**src/rtl/spi_seq_pkg.sv**
```systemverilog
package spi_seq_pkg;

    localparam int WORD_W = 32;
    localparam int CNT_W  = 8;
    localparam int DIV_W  = 8;
    localparam int ADDR_W = 3;

    localparam logic [ADDR_W-1:0] ADDR_CTRL   = 3'd0;
    localparam logic [ADDR_W-1:0] ADDR_CLKDIV = 3'd1;
    localparam logic [ADDR_W-1:0] ADDR_XFER   = 3'd2;
    localparam logic [ADDR_W-1:0] ADDR_STATUS = 3'd3;
    localparam logic [ADDR_W-1:0] ADDR_DATA   = 3'd4;

    typedef enum logic {
        MODE_WRITE      = 1'b0,
        MODE_WRITE_READ = 1'b1
    } mode_e;

    typedef enum logic [2:0] {
        ST_IDLE,
        ST_LOAD,
        ST_LOW,
        ST_HIGH,
        ST_PUSH,
        ST_GAP
    } eng_state_e;

    typedef struct packed {
        logic [CNT_W-1:0] rlast;
        logic [CNT_W-1:0] wlast;
        mode_e            mode;
        logic             start;
    } xfer_cfg_t;

endpackage

```
**src/rtl/spi_seq_fifo.sv**
```systemverilog
module spi_seq_fifo #(
    parameter int WIDTH = 32,
    parameter int DEPTH = 4
) (
    input  logic             clk,
    input  logic             rst,
    input  logic             push,
    input  logic [WIDTH-1:0] wdata,
    input  logic             pop,
    output logic [WIDTH-1:0] rdata,
    output logic             full,
    output logic             empty
);
    localparam int AW = $clog2(DEPTH);
    localparam int CW = AW + 1;
    localparam logic [CW-1:0] FULL_CNT = CW'(DEPTH);

    logic [WIDTH-1:0] mem [DEPTH];
    logic [AW-1:0]    wptr, rptr;
    logic [CW-1:0]    cnt;
    logic             do_push, do_pop;

    assign full    = (cnt == FULL_CNT);
    assign empty   = (cnt == '0);
    assign do_push = push && !full;
    assign do_pop  = pop && !empty;
    assign rdata   = mem[rptr];

    always_ff @(posedge clk) begin
        if (do_push) mem[wptr] <= wdata;
    end

    always_ff @(posedge clk) begin
        if (rst) begin
            wptr <= '0;
            rptr <= '0;
            cnt  <= '0;
        end else begin
            if (do_push) wptr <= wptr + 1'b1;
            if (do_pop)  rptr <= rptr + 1'b1;
            case ({do_push, do_pop})
                2'b10:   cnt <= cnt + 1'b1;
                2'b01:   cnt <= cnt - 1'b1;
                default: cnt <= cnt;
            endcase
        end
    end

    // occupancy never exceeds the depth
    assert_fifo_bound_R7: assert property (@(posedge clk) disable iff (rst)
        cnt <= FULL_CNT);

endmodule

```
**src/rtl/spi_seq_engine.sv**
```systemverilog
module spi_seq_engine
    import spi_seq_pkg::*;
(
    input  logic              clk,
    input  logic              rst,
    input  logic              start,
    input  mode_e             mode,
    input  logic [CNT_W-1:0]  wlast,
    input  logic [CNT_W-1:0]  rlast,
    input  logic [DIV_W-1:0]  baud,
    input  logic              tx_avail,
    input  logic [WORD_W-1:0] tx_word,
    output logic              tx_pop,
    input  logic              rx_full,
    output logic [WORD_W-1:0] rx_word,
    output logic              rx_push,
    output logic              done,
    output logic              sclk,
    output logic              mosi,
    output logic              cs_n,
    input  logic              miso
);
    eng_state_e        state, adv_state;
    logic [DIV_W:0]    div;
    logic [2:0]        bitc;
    logic [CNT_W-1:0]  bytec, adv_bytec;
    logic              rphase, adv_rphase;
    logic [7:0]        sreg;
    logic              rx_bit;
    logic [23:0]       hold;
    logic [WORD_W-1:0] rx_acc;
    logic [1:0]        lane;
    logic              last_byte, half_end, gap_end;
    logic [7:0]        shifted;

    assign lane      = bytec[1:0];
    assign last_byte = rphase ? (bytec == rlast) : (bytec == wlast);
    assign half_end  = (div == {1'b0, baud});
    assign gap_end   = (div == {baud, 1'b1});
    assign shifted   = {sreg[6:0], rx_bit};

    assign tx_pop  = (state == ST_LOAD) && !rphase && (lane == 2'd0) && tx_avail;
    assign rx_push = (state == ST_PUSH) && !rx_full;
    assign rx_word = rx_acc;
    assign done    = (state == ST_GAP) && gap_end;
    assign sclk    = (state == ST_HIGH);
    assign cs_n    = (state == ST_IDLE) || (state == ST_GAP);
    assign mosi    = sreg[7];

    // where to go once a byte is finished
    always_comb begin
        adv_state  = ST_LOAD;
        adv_rphase = rphase;
        adv_bytec  = bytec + 1'b1;
        if (last_byte) begin
            adv_bytec = '0;
            if (!rphase && mode == MODE_WRITE_READ) adv_rphase = 1'b1;
            else                                    adv_state  = ST_GAP;
        end
    end

    always_ff @(posedge clk) begin
        if (rst) begin
            state  <= ST_IDLE;
            div    <= '0;
            bitc   <= '0;
            bytec  <= '0;
            rphase <= 1'b0;
            sreg   <= '0;
            rx_bit <= 1'b0;
            hold   <= '0;
            rx_acc <= '0;
        end else begin
            case (state)
                ST_IDLE: begin
                    if (start) begin
                        state  <= ST_LOAD;
                        rphase <= 1'b0;
                        bytec  <= '0;
                        rx_acc <= '0;
                    end
                end
                ST_LOAD: begin
                    div  <= '0;
                    bitc <= '0;
                    if (rphase) begin
                        sreg  <= '0;
                        state <= ST_LOW;
                    end else if (lane != 2'd0) begin
                        sreg  <= hold[7:0];
                        hold  <= {8'h00, hold[23:8]};
                        state <= ST_LOW;
                    end else if (tx_avail) begin
                        sreg  <= tx_word[7:0];
                        hold  <= tx_word[31:8];
                        state <= ST_LOW;
                    end
                end
                ST_LOW: begin
                    if (half_end) begin
                        div    <= '0;
                        rx_bit <= miso;
                        state  <= ST_HIGH;
                    end else begin
                        div <= div + 1'b1;
                    end
                end
                ST_HIGH: begin
                    if (half_end) begin
                        div  <= '0;
                        sreg <= shifted;
                        if (bitc == 3'd7) begin
                            if (rphase) begin
                                rx_acc[{lane, 3'b000} +: 8] <= shifted;
                            end
                            if (rphase && (lane == 2'd3 || last_byte)) begin
                                state <= ST_PUSH;
                            end else begin
                                state  <= adv_state;
                                rphase <= adv_rphase;
                                bytec  <= adv_bytec;
                            end
                        end else begin
                            bitc  <= bitc + 1'b1;
                            state <= ST_LOW;
                        end
                    end else begin
                        div <= div + 1'b1;
                    end
                end
                ST_PUSH: begin
                    div <= '0;
                    if (!rx_full) begin
                        rx_acc <= '0;
                        state  <= adv_state;
                        rphase <= adv_rphase;
                        bytec  <= adv_bytec;
                    end
                end
                ST_GAP: begin
                    if (gap_end) state <= ST_IDLE;
                    else         div   <= div + 1'b1;
                end
                default: state <= ST_IDLE;
            endcase
        end
    end

    // MOSI holds steady across the whole high half of the clock
    assert_mosi_steady_R2: assert property (@(posedge clk) disable iff (rst)
        (sclk && $past(sclk)) |-> $stable(mosi));

    // the read phase is entered with chip select still low
    assert_read_in_frame_R4: assert property (@(posedge clk) disable iff (rst)
        $rose(rphase) |-> !cs_n);

endmodule

```
**src/rtl/spi_seq_master.sv**
```systemverilog
module spi_seq_master
    import spi_seq_pkg::*;
#(
    parameter int FIFO_DEPTH = 4
) (
    input  logic              clk,
    input  logic              rst,
    input  logic              reg_we,
    input  logic              reg_re,
    input  logic [ADDR_W-1:0] reg_addr,
    input  logic [WORD_W-1:0] reg_wdata,
    output logic [WORD_W-1:0] reg_rdata,
    output logic              spi_sclk,
    output logic              spi_mosi,
    input  logic              spi_miso,
    output logic              spi_cs_n
);
    logic              srst;
    logic [DIV_W-1:0]  baud_q;
    xfer_cfg_t         cfg_q;
    logic              busy;
    logic              tx_push, tx_pop, tx_full, tx_empty;
    logic [WORD_W-1:0] tx_word;
    logic              rx_push, rx_pop, rx_full, rx_empty;
    logic [WORD_W-1:0] rx_word, rx_head;
    logic              eng_done;
    logic              xfer_wr;

    assign srst    = rst || (reg_we && reg_addr == ADDR_CTRL && reg_wdata[0]);
    assign xfer_wr = reg_we && reg_addr == ADDR_XFER;
    assign tx_push = reg_we && reg_addr == ADDR_DATA;
    assign rx_pop  = reg_re && reg_addr == ADDR_DATA;
    assign busy    = cfg_q.start;

    always_ff @(posedge clk) begin
        if (rst) baud_q <= '0;
        else if (reg_we && reg_addr == ADDR_CLKDIV) baud_q <= reg_wdata[DIV_W-1:0];
    end

    always_ff @(posedge clk) begin
        if (srst) begin
            cfg_q <= '0;
        end else if (eng_done) begin
            cfg_q.start <= 1'b0;
        end else if (xfer_wr && !cfg_q.start) begin
            cfg_q.start <= reg_wdata[0];
            cfg_q.mode  <= mode_e'(reg_wdata[1]);
            cfg_q.wlast <= reg_wdata[15:8];
            cfg_q.rlast <= reg_wdata[23:16];
        end
    end

    always_comb begin
        case (reg_addr)
            ADDR_CLKDIV: reg_rdata = {{(WORD_W-DIV_W){1'b0}}, baud_q};
            ADDR_XFER:   reg_rdata = {8'h00, cfg_q.rlast, cfg_q.wlast, 6'h00,
                                      cfg_q.mode, cfg_q.start};
            ADDR_STATUS: reg_rdata = {29'h0, !rx_empty, tx_full, busy};
            ADDR_DATA:   reg_rdata = rx_head;
            default:     reg_rdata = '0;
        endcase
    end

    spi_seq_fifo #(.WIDTH(WORD_W), .DEPTH(FIFO_DEPTH)) u_txq (
        .clk(clk), .rst(srst),
        .push(tx_push), .wdata(reg_wdata),
        .pop(tx_pop), .rdata(tx_word),
        .full(tx_full), .empty(tx_empty)
    );

    spi_seq_fifo #(.WIDTH(WORD_W), .DEPTH(FIFO_DEPTH)) u_rxq (
        .clk(clk), .rst(srst),
        .push(rx_push), .wdata(rx_word),
        .pop(rx_pop), .rdata(rx_head),
        .full(rx_full), .empty(rx_empty)
    );

    spi_seq_engine u_eng (
        .clk(clk), .rst(srst),
        .start(cfg_q.start), .mode(cfg_q.mode),
        .wlast(cfg_q.wlast), .rlast(cfg_q.rlast), .baud(baud_q),
        .tx_avail(!tx_empty), .tx_word(tx_word), .tx_pop(tx_pop),
        .rx_full(rx_full), .rx_word(rx_word), .rx_push(rx_push),
        .done(eng_done),
        .sclk(spi_sclk), .mosi(spi_mosi), .cs_n(spi_cs_n), .miso(spi_miso)
    );

    // the engine never offers a word to a full receive queue
    assert_rx_no_overflow_R8: assert property (@(posedge clk) disable iff (rst)
        rx_push |-> !rx_full);

    // a transmit word is only taken when one is queued
    assert_tx_pop_valid_R5: assert property (@(posedge clk) disable iff (rst)
        tx_pop |-> !tx_empty);

    // without a pending start the bus stays deselected
    assert_idle_deselect_R6: assert property (@(posedge clk) disable iff (rst)
        !busy |-> spi_cs_n);

    // completion clears the start bit on the following cycle
    assert_start_clears_R6: assert property (@(posedge clk) disable iff (rst)
        eng_done |=> !busy);

endmodule

```
**config.mk**
```make
export PLATFORM = sky130hd
export DESIGN_NAME = spi_seq_master
export DESIGN_NICKNAME = d
export VERILOG_FILES = /design/src/rtl/spi_seq_pkg.sv /design/src/rtl/spi_seq_fifo.sv /design/src/rtl/spi_seq_engine.sv /design/src/rtl/spi_seq_master.sv
export SDC_FILE = /design/constraint.sdc
export NUM_CORES = 1
export LEC_CHECK = 0
export ABC_AREA = 1
export BUFFER_PORTS_ARGS = -buffer_cell sky130_fd_sc_hd__buf_2
export CAP_MARGIN = 30
export CORE_MARGIN = 2
export CORE_UTILIZATION = 60
export DETAILED_ROUTE_END_ITERATION = 10
export PLACE_DENSITY = 0.76
export SLEW_MARGIN = 20
export SYNTH_ARGS = -nofsm -noshare
export SYNTH_HDL_FRONTEND = slang
export SYNTH_SLANG_ARGS = --single-unit
```
**constraint.sdc**
```tcl
create_clock -name clk -period 6.6 [get_ports clk]
set_input_delay 0.66 -clock clk [delete_from_list [all_inputs] [get_ports clk]]
set_output_delay 0.66 -clock clk [all_outputs]
set_load 0.005 [all_outputs]
```
# == Word level (Yosys, flattened, before mapping) ==
# Memory sizes are Yosys's and may differ from the RTL's. A register that Yosys moved wholly into a read port is not among the register bits.
# Index checks and enable logic that the tools add are counted.
# word_totals
n_memories,2
rom_bits,0
ram_bits,256
elab_cells,181
register_bits,129
latch_bits,0
out_inout_bits,35
# memory_table
name,words,width,rd,rd_clocked_by_memory_dff,write_ports,line_no,text
u_rxq.mem,4,32,1,1,1,spi_seq_fifo.sv:18,logic [WIDTH-1:0] mem [DEPTH];
u_txq.mem,4,32,1,1,1,spi_seq_fifo.sv:18,
# classes
n_mux,60
eq_ne,33
magnitude_cmp,0
n_mul,0
shift,2
reduce_logical,50
n_div,0
n_bitwise,2
add_sub_neg,12
# op_table
operator,count
two-way mux 32 bit,5
one-hot mux 32 bit (4 select lines),1
one-hot mux 32 bit (3 select lines),1
two-way mux 8 bit,10
two-way mux 24 bit,2
two-way mux 3 bit,14
bitwise mux 32 bit,1
"variable shift 8 x 7 -> 32 bit, first input constant",1
variable part select 8 x 7 -> 32 bit,1
one-hot mux 9 bit (3 select lines),1
one-hot mux 8 bit (3 select lines),1
"== test 3 bit, second input constant",6
logical AND 1 bit,18
two-way mux 9 bit,2
one-hot mux 3 bit (2 select lines),3
one-hot mux 3 bit (6 select lines),1
AND reduction 6 bit,3
== test 8 bit,2
one-hot mux 8 bit (2 select lines),1
"== test 3 x 2 -> 1 bit, second input constant",4
logical NOT 3 bit,4
two-way mux 1 bit,12
"inequality test 2 x 1 -> 1 bit, second input constant",6
"inequality test 2 bit, second input constant",5
23 further kinds,54

# == Logic depth before layout (Yosys ltp) ==
# Gate-level depths: netlist (run 1).
# logic_depth
word_depth,8
ltp_mapped,16

# == By module ==
# Synthesis (run 1) repeated with hierarchy kept, for this count alone.
# hier_totals
hier_cells,1808
area_unflattened_um2,17174.0
# modules_own_cells
mod,area_per_inst_um2,n_inst,cells_per_inst
spi_seq_fifo,5276.3,2,379
spi_seq_engine,5049.8,1,765
spi_seq_master,1571.5,1,285

# == Least setup slack after synthesis (run 1) ==
# No wires, ideal clock.
# synth_timing
kind,reg-to-reg
startpoint,register u_eng.bytec[0]
endpoint,register u_txq.cnt[2]
path_buffers,4
slack_ns,3.347
required_time_ns,6.478
t_arrival_ns,3.131
stages_incl_launch_ff,16
setup_time_ns,0.122
path_cell_list,dfxtp_1 clkbuf_1 inv_1 clkbuf_1 ha_1 clkbuf_1 inv_1 nor3_1 clkbuf_1 ha_1 inv_1 fa_1 a21oi_1 o21ai_0 o21ai_0 a21oi_1
# synth_between
elab_chain_len,6
elab_cells_between_ends,8
cone_classes,eq/ne: 2; mux: 1; reduce/logical: 5
# synth_lines
element,line_no,text
from (decl),spi_seq_engine.sv:26,"logic [CNT_W-1:0] bytec, adv_bytec;"
from (signal assigned),spi_seq_engine.sv:121,bytec <= adv_bytec;
from (signal assigned),spi_seq_engine.sv:137,bytec <= adv_bytec;
logical NOT 2 bit (*),spi_seq_engine.sv:42,assign tx_pop = (state == ST_LOAD) && !rphase && (lane == 2'd0) && tx_avail;
logical AND 1 bit (*) (2 in series),spi_seq_engine.sv:42,
logical AND 1 bit (*),spi_seq_fifo.sv:26,assign do_pop = pop && !empty;
named net u_txq.do_pop,spi_seq_fifo.sv:21,"logic do_push, do_pop;"
== test 2 x 1 -> 1 bit or == test 2 bit (tied branches),spi_seq_fifo.sv:41,"case ({do_push, do_pop})"
one-hot mux 3 bit (2 select lines) or nonzero test 2 bit (tied branches),n/a,
to (signal assigned),spi_seq_fifo.sv:42,2'b10: cnt <= cnt + 1'b1;
to (signal assigned),spi_seq_fifo.sv:43,2'b01: cnt <= cnt - 1'b1;
to (signal assigned),spi_seq_fifo.sv:44,default: cnt <= cnt;
to (decl),spi_seq_fifo.sv:20,logic [CW-1:0] cnt;
# The timed path passes the listed nets; every way through them passes the cells marked *.
# A chain may end at the register's enable or synchronous reset.

==> impl_metrics.py, run 1 <==
metrics = {
    "run_status": {
        "outcome": "finished clean",
    },
    "pwr": {
        "p_leak_nw": 6.67,
        "peakVddDrop_mv": 0.225,
        "power_density_nw_per_um2": 323,
    },
    "floorplanning": {
        "die_w_microns": 170,
        "initial_core_util_pct": 61.2,
        "rows": 60,
        "die_h_microns": 170,
        "die_area_sq_um": 28900,
        "core_sq_um": 27000,
        "io_pins": 75,
    },
    "clock_tree": {
        "cts_buffers": 40,
        "cts.root.buffer_cell": "clkbuf_16",
        "path_clk_slew_ps": 60,
        "clk-insertion-delay-late_ps": 540,
        "cts_sinks": 389,
        "htree_levels": 2,
        "cts_setup_buffers": 0,
        "ctsResizeCount": 0,
        "cts_tree": "built",
        "hold_buffers": 0,
        "clk_path_buf_depth": 3,
    },
    "synthesis": {
        "synth_xor_area_share_pct": 0.531,
        "ys_warn_count": 0,
        "synth_nets": 1754,
        "synth_compound_area_share_pct": 15.2,
        "synthMuxAreaShare_pct": 0,
        "synth_top_family_by_area": "compound AO/OA/AOI/OAI gates",
        "synth_edf_count": 256,
        "synth-main-ff-cell": "edfxtp_1",
        "synthCells": 1693,
        "synthSimpleGateAreaFrac_pct": 14.1,
        "synth_cell_types": 42,
        "seq_area_frac_synth_pct": 62.7,
        "synth_area_per_cell_sq_um": 9.75,
        "synthAdderAreaFrac_pct": 1.68,
        "syn_area_sq_um": 16500,
        "async_flop_share_pct": 0,
        "synth_seq_cells": 389,
    },
    "worst_setup_path": {
        "timing.rr.start": "u_eng.bytec[0]$_SDFFE_PP0P_",
        "path_cells": "buf_4, clkinv_1, buf_4, o21ai_0, o22ai_1, nand2_1, o21ai_0, buf_2",
        "cpLargestDelayFamily": "buffers and inverters",
        "cp_max_fo": 65,
        "cp_data_required_time_ps": 5940,
        "r2r-end": "u_txq.cnt[2]$_SDFFE_PP0P_",
        "critPathKind": "register to output pin",
        "r2r_slack_ps": 3080,
        "end_kind": "output pin",
        "startpoint_type": "register",
        "cp.buffers_inverters": 4,
        "r2r_cells": 12,
        "crit_slowest_cell": "clkinv_1",
        "max_stage_delay_ps": 650,
        "worstPathArrival_ps": 3320,
    },
    "sta": {
        "slew_headroom_pct": 41.5,
        "period_share_pct": 60.3,
        "slew_violations": 0,
        "worst_slack_ps": 2620,
        "finalSetupViolCount": 0,
        "fmaxAchievable_ghz": 0.251,
        "finalSetupTns_ps": 0,
        "min_period_ps": 3980,
        "final_hold_viol_count": 0,
        "holdWs_ps": 336,
        "worst_pin_slew_ps": 873,
        "rsz0062_at_grt": "false",
        "fin_skew_ps": 20.0,
    },
    "global_route": {
        "grt_first_pass_wirelength_microns": 62400,
        "antenna_found_initial": 0,
        "overflow": 0,
        "grt_pass1_vias": 11564,
        "globalRouteTotalUtil_pct": 27.8,
        "grt_max_degree": 66,
    },
    "placement": {
        "gp_congestion": 0.919,
        "dp_slack_ps": 3070,
        "dpl_cell_area_sq_um": 17200,
        "dp_hpwl_microns": 25100,
        "numPortBuffers": 74,
    },
    "job": {
        "drv_cap": 0,
    },
    "drt": {
        "drt-initial-drc-count": 1356,
        "drc_errors": 0,
        "drt-total-wl_microns": 39700,
        "postRouteAntennaNets": 0,
        "post_drt_wl_per_cell_microns": 18.8,
        "routed-via-count": 12507,
        "vias_per_cell": 5.91,
        "dr.pass1.iters": 5,
    },
    "layout": {
        "nets": 1806,
        "fillers": 1990,
        "final_common_cell": "nand2_1",
        "drive_gt1_share_pct": 10.3,
        "final_cell_mix": "nand2_1 (260), edfxtp_1 (256), nor2_1 (229), o21ai_0 (198), inv_1 (151)",
        "area_growth_pct": 11.6,
        "diodes": 0,
        "finalInstanceArea_sq_um": 18400,
    },
    "min_path": {
        "min_to": "u_txq.mem[2][27]$_DFFE_PP_",
        "hold_depth": 1,
        "min_path_type": "primary input to register",
        "hp-start": "reg_wdata[27]",
    },
}
==> sequential cells by signal (all words and copies together), names as in the netlist, 3 cells and up, named ones only <==
signal,count
u_rxq.mem,128
cfg_q,17
u_eng.div,9
baud_q,8
u_eng.sreg,8
u_txq.cnt,3
u_rxq.cnt,3
u_eng.bytec,8
u_eng.bitc,3
u_txq.mem,128
u_eng.hold,24
u_eng.rx_word,32
u_eng.state,3
==> cells in the mapped netlist, types with 3 or more instances <==
master	number	area share [%]
ha_1	19	1.4
buf_2	5	0.15
xnor2_1	3	0.16
inv_1	151	3.4
buf_4	3	0.14
a31oi_1	8	0.30
edfxtp_1	256	47
nand2_1	260	5.9
o21ai_1	10	0.30
a21oi_1	134	4.1
nor2_2	4	0.15
o2111ai_1	14	0.74
o22ai_1	41	1.6
nand4_1	5	0.19
xor2_1	7	0.37
nor3_1	25	0.76
a211oi_1	15	0.68
clkbuf_1	65	1.5
nand3_1	42	1.3
a221oi_1	8	0.42
buf_6	4	0.27
o21ai_0	198	6.0
dfxtp_1	133	16
buf_1	9	0.20
o211ai_1	4	0.18
inv_2	7	0.16
nor2_1	237	5.4
o221ai_1	7	0.37
==> cell families after synthesis <==
family | after synthesis
flip-flops | 389
adder cells (fa/ha/maj) | 21
buffers and inverters | 245
AO/OA/AOI/OAI | 447
XOR/XNOR | 10
AND/OR/NAND/NOR | 581
==> layout make-up <==
cell class	instances	area [sq um]	area share, %
clock buffers	55	1100	5.96
clock inverters	18	143	0.774
inverters	159	597	3.24
multi-input cells	1059	5230	28.4
flip-flops and latches	389	10400	56.2
well taps	341	427	2.32
repair buffers	96	576	3.12
==> worst max path at each step <==
stage / cells after the start / startpoint / end
6_report: 8 / register / reg_rdata[16]
5_1_grt: 8 / register / reg_rdata[1]
4_1_cts: 8 / register / reg_rdata[10]
3_5_place_dp: 13 / reg_addr[1] / u_rxq.cnt[2]$_SDFFE_PP0P_
3_3_place_gp: 13 / reg_addr[1] / u_rxq.cnt[2]$_SDFFE_PP0P_
2_1_floorplan: 15 / u_eng.bytec[0]$_SDFFE_PP0P_ / u_txq.cnt[2]$_SDFFE_PP0P_
==> metrics by stage <==
stage,std cells,total power [mW],utilization [%]
final,2117,5.95,68.4
after global routing,2117,6.19,68.4
after CTS,2117,5.96,68.4
after detailed placement,2044,3.85,63.8
after global placement,2042,3.82,63.5
after floorplan,1693,3.61,-
==> metal layers <==
metal	routed length, microns	track usage (%)
met2	18400	44.8
met3	2870	3.21
met4	881	7.77
met5	0	0
met1	17500	40.3
==> power by group <==
group / total, mW / internal (mW) / switching (mW)
Combinational: 0.948 / 0.279 / 0.670
Sequential: 2.89 / 2.76 / 0.132
Clock: 2.11 / 1.21 / 0.901
Total: 5.95 / 4.25 / 1.70
Power figures use the tool's default switching activity.
==> inputs of run 2 (changes only) <==
Clock period 6.6 ns to 3.9 ns, I/O delays scaled along.
==> run 2 against run 1 <==
- cell area increased by 0.53%
- total power rose by 72%
- die area is the same
- sequential power is 69% higher
- cell count grew 0.28%
- via count fell by 1.1%
- global-route usage down 0.56 points
- register-to-register slack worse by 2100 ps
- combinational power is 67% higher
- count of clock-buffer cells in the layout is 10 higher
- clock power up 79%
- critical endpoint is now u_eng.rx_word[15]$_SDFFE_PP0P_
- largest cell class unchanged
- largest power group unchanged
- highest routed layer unchanged
==> impl_metrics.py, run 2 (synthesis gave the netlist of run 1 again) <==
metrics = {
    "sta": {
        "finalSetupViolCount": 0,
        "finalSetupTns_ps": 0,
        "period_share_pct": 74.4,
        "min_period_ps": 2900,
        "fin_skew_ps": 20.0,
        "fmaxAchievable_ghz": 0.345,
        "slew_headroom_pct": 42.6,
        "worst_pin_slew_ps": 860,
        "rsz0062_at_grt": "false",
        "slew_violations": 0,
        "final_hold_viol_count": 0,
    },
    "drt": {
        "dr.pass1.iters": 6,
        "postRouteAntennaNets": 0,
        "post_drt_wl_per_cell_microns": 18.4,
        "drc_errors": 0,
        "drt-initial-drc-count": 1189,
        "vias_per_cell": 5.83,
        "drt-total-wl_microns": 39000,
        "routed-via-count": 12373,
    },
    "pwr": {
        "peakVddDrop_mv": 0.393,
        "power_density_nw_per_um2": 554,
        "swShare_pct": 27.8,
        "p_leak_nw": 6.72,
        "combPwrFrac_pct": 15.4,
        "p_int_mw": 7.40,
        "power_switching_mw": 2.85,
        "power_frac_clock_pct": 36.9,
        "power_frac_seq_pct": 47.7,
    },
    "worst_setup_path": {
        "r2r_cells": 10,
        "cp_data_required_time_ps": 4300,
        "startpoint": "u_eng.state[2]$_SDFFE_PP0P_",
        "worstPathArrival_ps": 3300,
        "r2r_slack_ps": 1000,
        "timing.rr.start": "u_eng.state[2]$_SDFFE_PP0P_",
        "cp.buffers_inverters": 3,
        "critPathKind": "register to register",
        "crit_slowest_cell": "nor2_4",
        "r2r-end": "u_eng.rx_word[15]$_SDFFE_PP0P_",
        "cp_max_fo": 34,
        "startpoint_type": "register",
        "path_cells": "inv_2, nand3_2, buf_4, inv_2, nand2_1, o211ai_1, nor2_4, o211ai_1, o21ai_0, nor2_1",
        "end_kind": "register",
        "max_stage_delay_ps": 480,
        "cpLargestDelayFamily": "compound AO/OA/AOI/OAI gates",
    },
    "clock_tree": {
        "path_clk_slew_ps": 60,
        "htree_levels": 2,
        "cts_buffers": 40,
        "clk_path_buf_depth": 3,
        "cts.root.buffer_cell": "clkbuf_16",
        "hold_buffers": 0,
        "ctsResizeCount": 0,
        "clk-insertion-delay-late_ps": 530,
        "cts_tree": "built",
        "cts_sinks": 389,
        "cts_setup_buffers": 0,
    },
    "floorplanning": {
        "core_sq_um": 27000,
        "initial_core_util_pct": 61.2,
        "rows": 60,
        "io_pins": 75,
        "die_w_microns": 170,
        "die_area_sq_um": 28900,
        "die_h_microns": 170,
    },
    "placement": {
        "dp_hpwl_microns": 24800,
        "numPortBuffers": 74,
        "gp_congestion": 0.916,
        "numPlacedInstances": 2047,
        "dpl_cell_area_sq_um": 17200,
    },
    "global_route": {
        "grt_first_pass_wirelength_microns": 61200,
        "globalRouteTotalUtil_pct": 27.2,
        "grt_pass1_vias": 11624,
        "overflow": 0,
        "antenna_found_initial": 1,
        "grt_max_degree": 65,
    },
    "layout": {
        "regArea_sq_um": 10400,
        "final_common_cell": "nand2_1",
        "fillers": 2039,
        "area_growth_pct": 12.2,
        "postLayoutCoreUtil_pct": 68.7,
        "finalInstanceArea_sq_um": 18500,
        "drive_gt1_share_pct": 10.6,
        "final_cell_mix": "nand2_1 (260), edfxtp_1 (256), nor2_1 (229), o21ai_0 (198), inv_1 (151)",
        "nets": 1810,
        "finalNonFillerCells": 2123,
        "multi_input_area_sq_um": 5230,
    },
    "min_path": {
        "min_to": "u_txq.mem[3][24]$_DFFE_PP_",
        "min_path_type": "primary input to register",
        "hold_depth": 1,
        "hp-start": "reg_wdata[24]",
    },
    "job": {
        "drv_cap": 0,
    },
    "run_status": {
        "outcome": "finished clean",
    },
}
## run 2: power by group through the flow
stage,registers [mW],clock network (mW),logic (mW)
2_1_floorplan,4.87,0,1.23
3_3_place_gp,4.96,0,1.50
3_5_place_dp,4.97,0,1.54
4_1_cts,4.89,3.82,1.56
5_1_grt,4.92,3.97,1.79
6_report,4.89,3.78,1.58
## run 2: per-layer routing
| metal | wire, microns | up-vias | share of wire (%) | global-route usage [%] |
|---|---|---|---|---|
| met5 | 0 | - | 0 | 0 |
| met3 | 2690 | 92 | 6.9 | 4.30 |
| met2 | 18000 | 459 | 46 | 43.6 |
| li1 | - | 5941 | - | - |
| met1 | 17100 | 5881 | 44 | 38.1 |
| met4 | 1270 | 0 | 3.3 | 9.66 |
## run 2: worst max path at each step
stage / slack (ps) / cells after the start / endpoint
after floorplan: 650 / 15 / u_txq.cnt[2]$_SDFFE_PP0P_
after global placement: 1270 / 12 / u_txq.cnt[2]$_SDFFE_PP0P_
after detailed placement: 1120 / 10 / u_eng.rx_word[19]$_SDFFE_PP0P_
after CTS: 1040 / 10 / u_eng.rx_word[19]$_SDFFE_PP0P_
after global routing: 750 / 10 / u_eng.rx_word[19]$_SDFFE_PP0P_
final: 1000 / 10 / u_eng.rx_word[15]$_SDFFE_PP0P_
## run 2: cell type report
cell class	count	area share, %
Antenna cell	1	0.0135
Clock buffer	65	6.52
Clock inverter	9	0.595
Inverter	159	3.22
Multi-Input combinational cell	1059	28.2
Sequential cell	389	55.9
Tap cell	341	2.30
Timing Repair Buffer	100	3.20
## run 2: metrics by stage
step / setup slack, ps / hold slack, ps / power [mW]
CTS: 1040 / 69.7 / 10.3
finish: 998 / 78.1 / 10.3
global route: 746 / 75.4 / 10.7
floorplan: 647 / 429 / 6.11
detailed placement: 1120 / 458 / 6.50
global placement: 1270 / 447 / 6.46
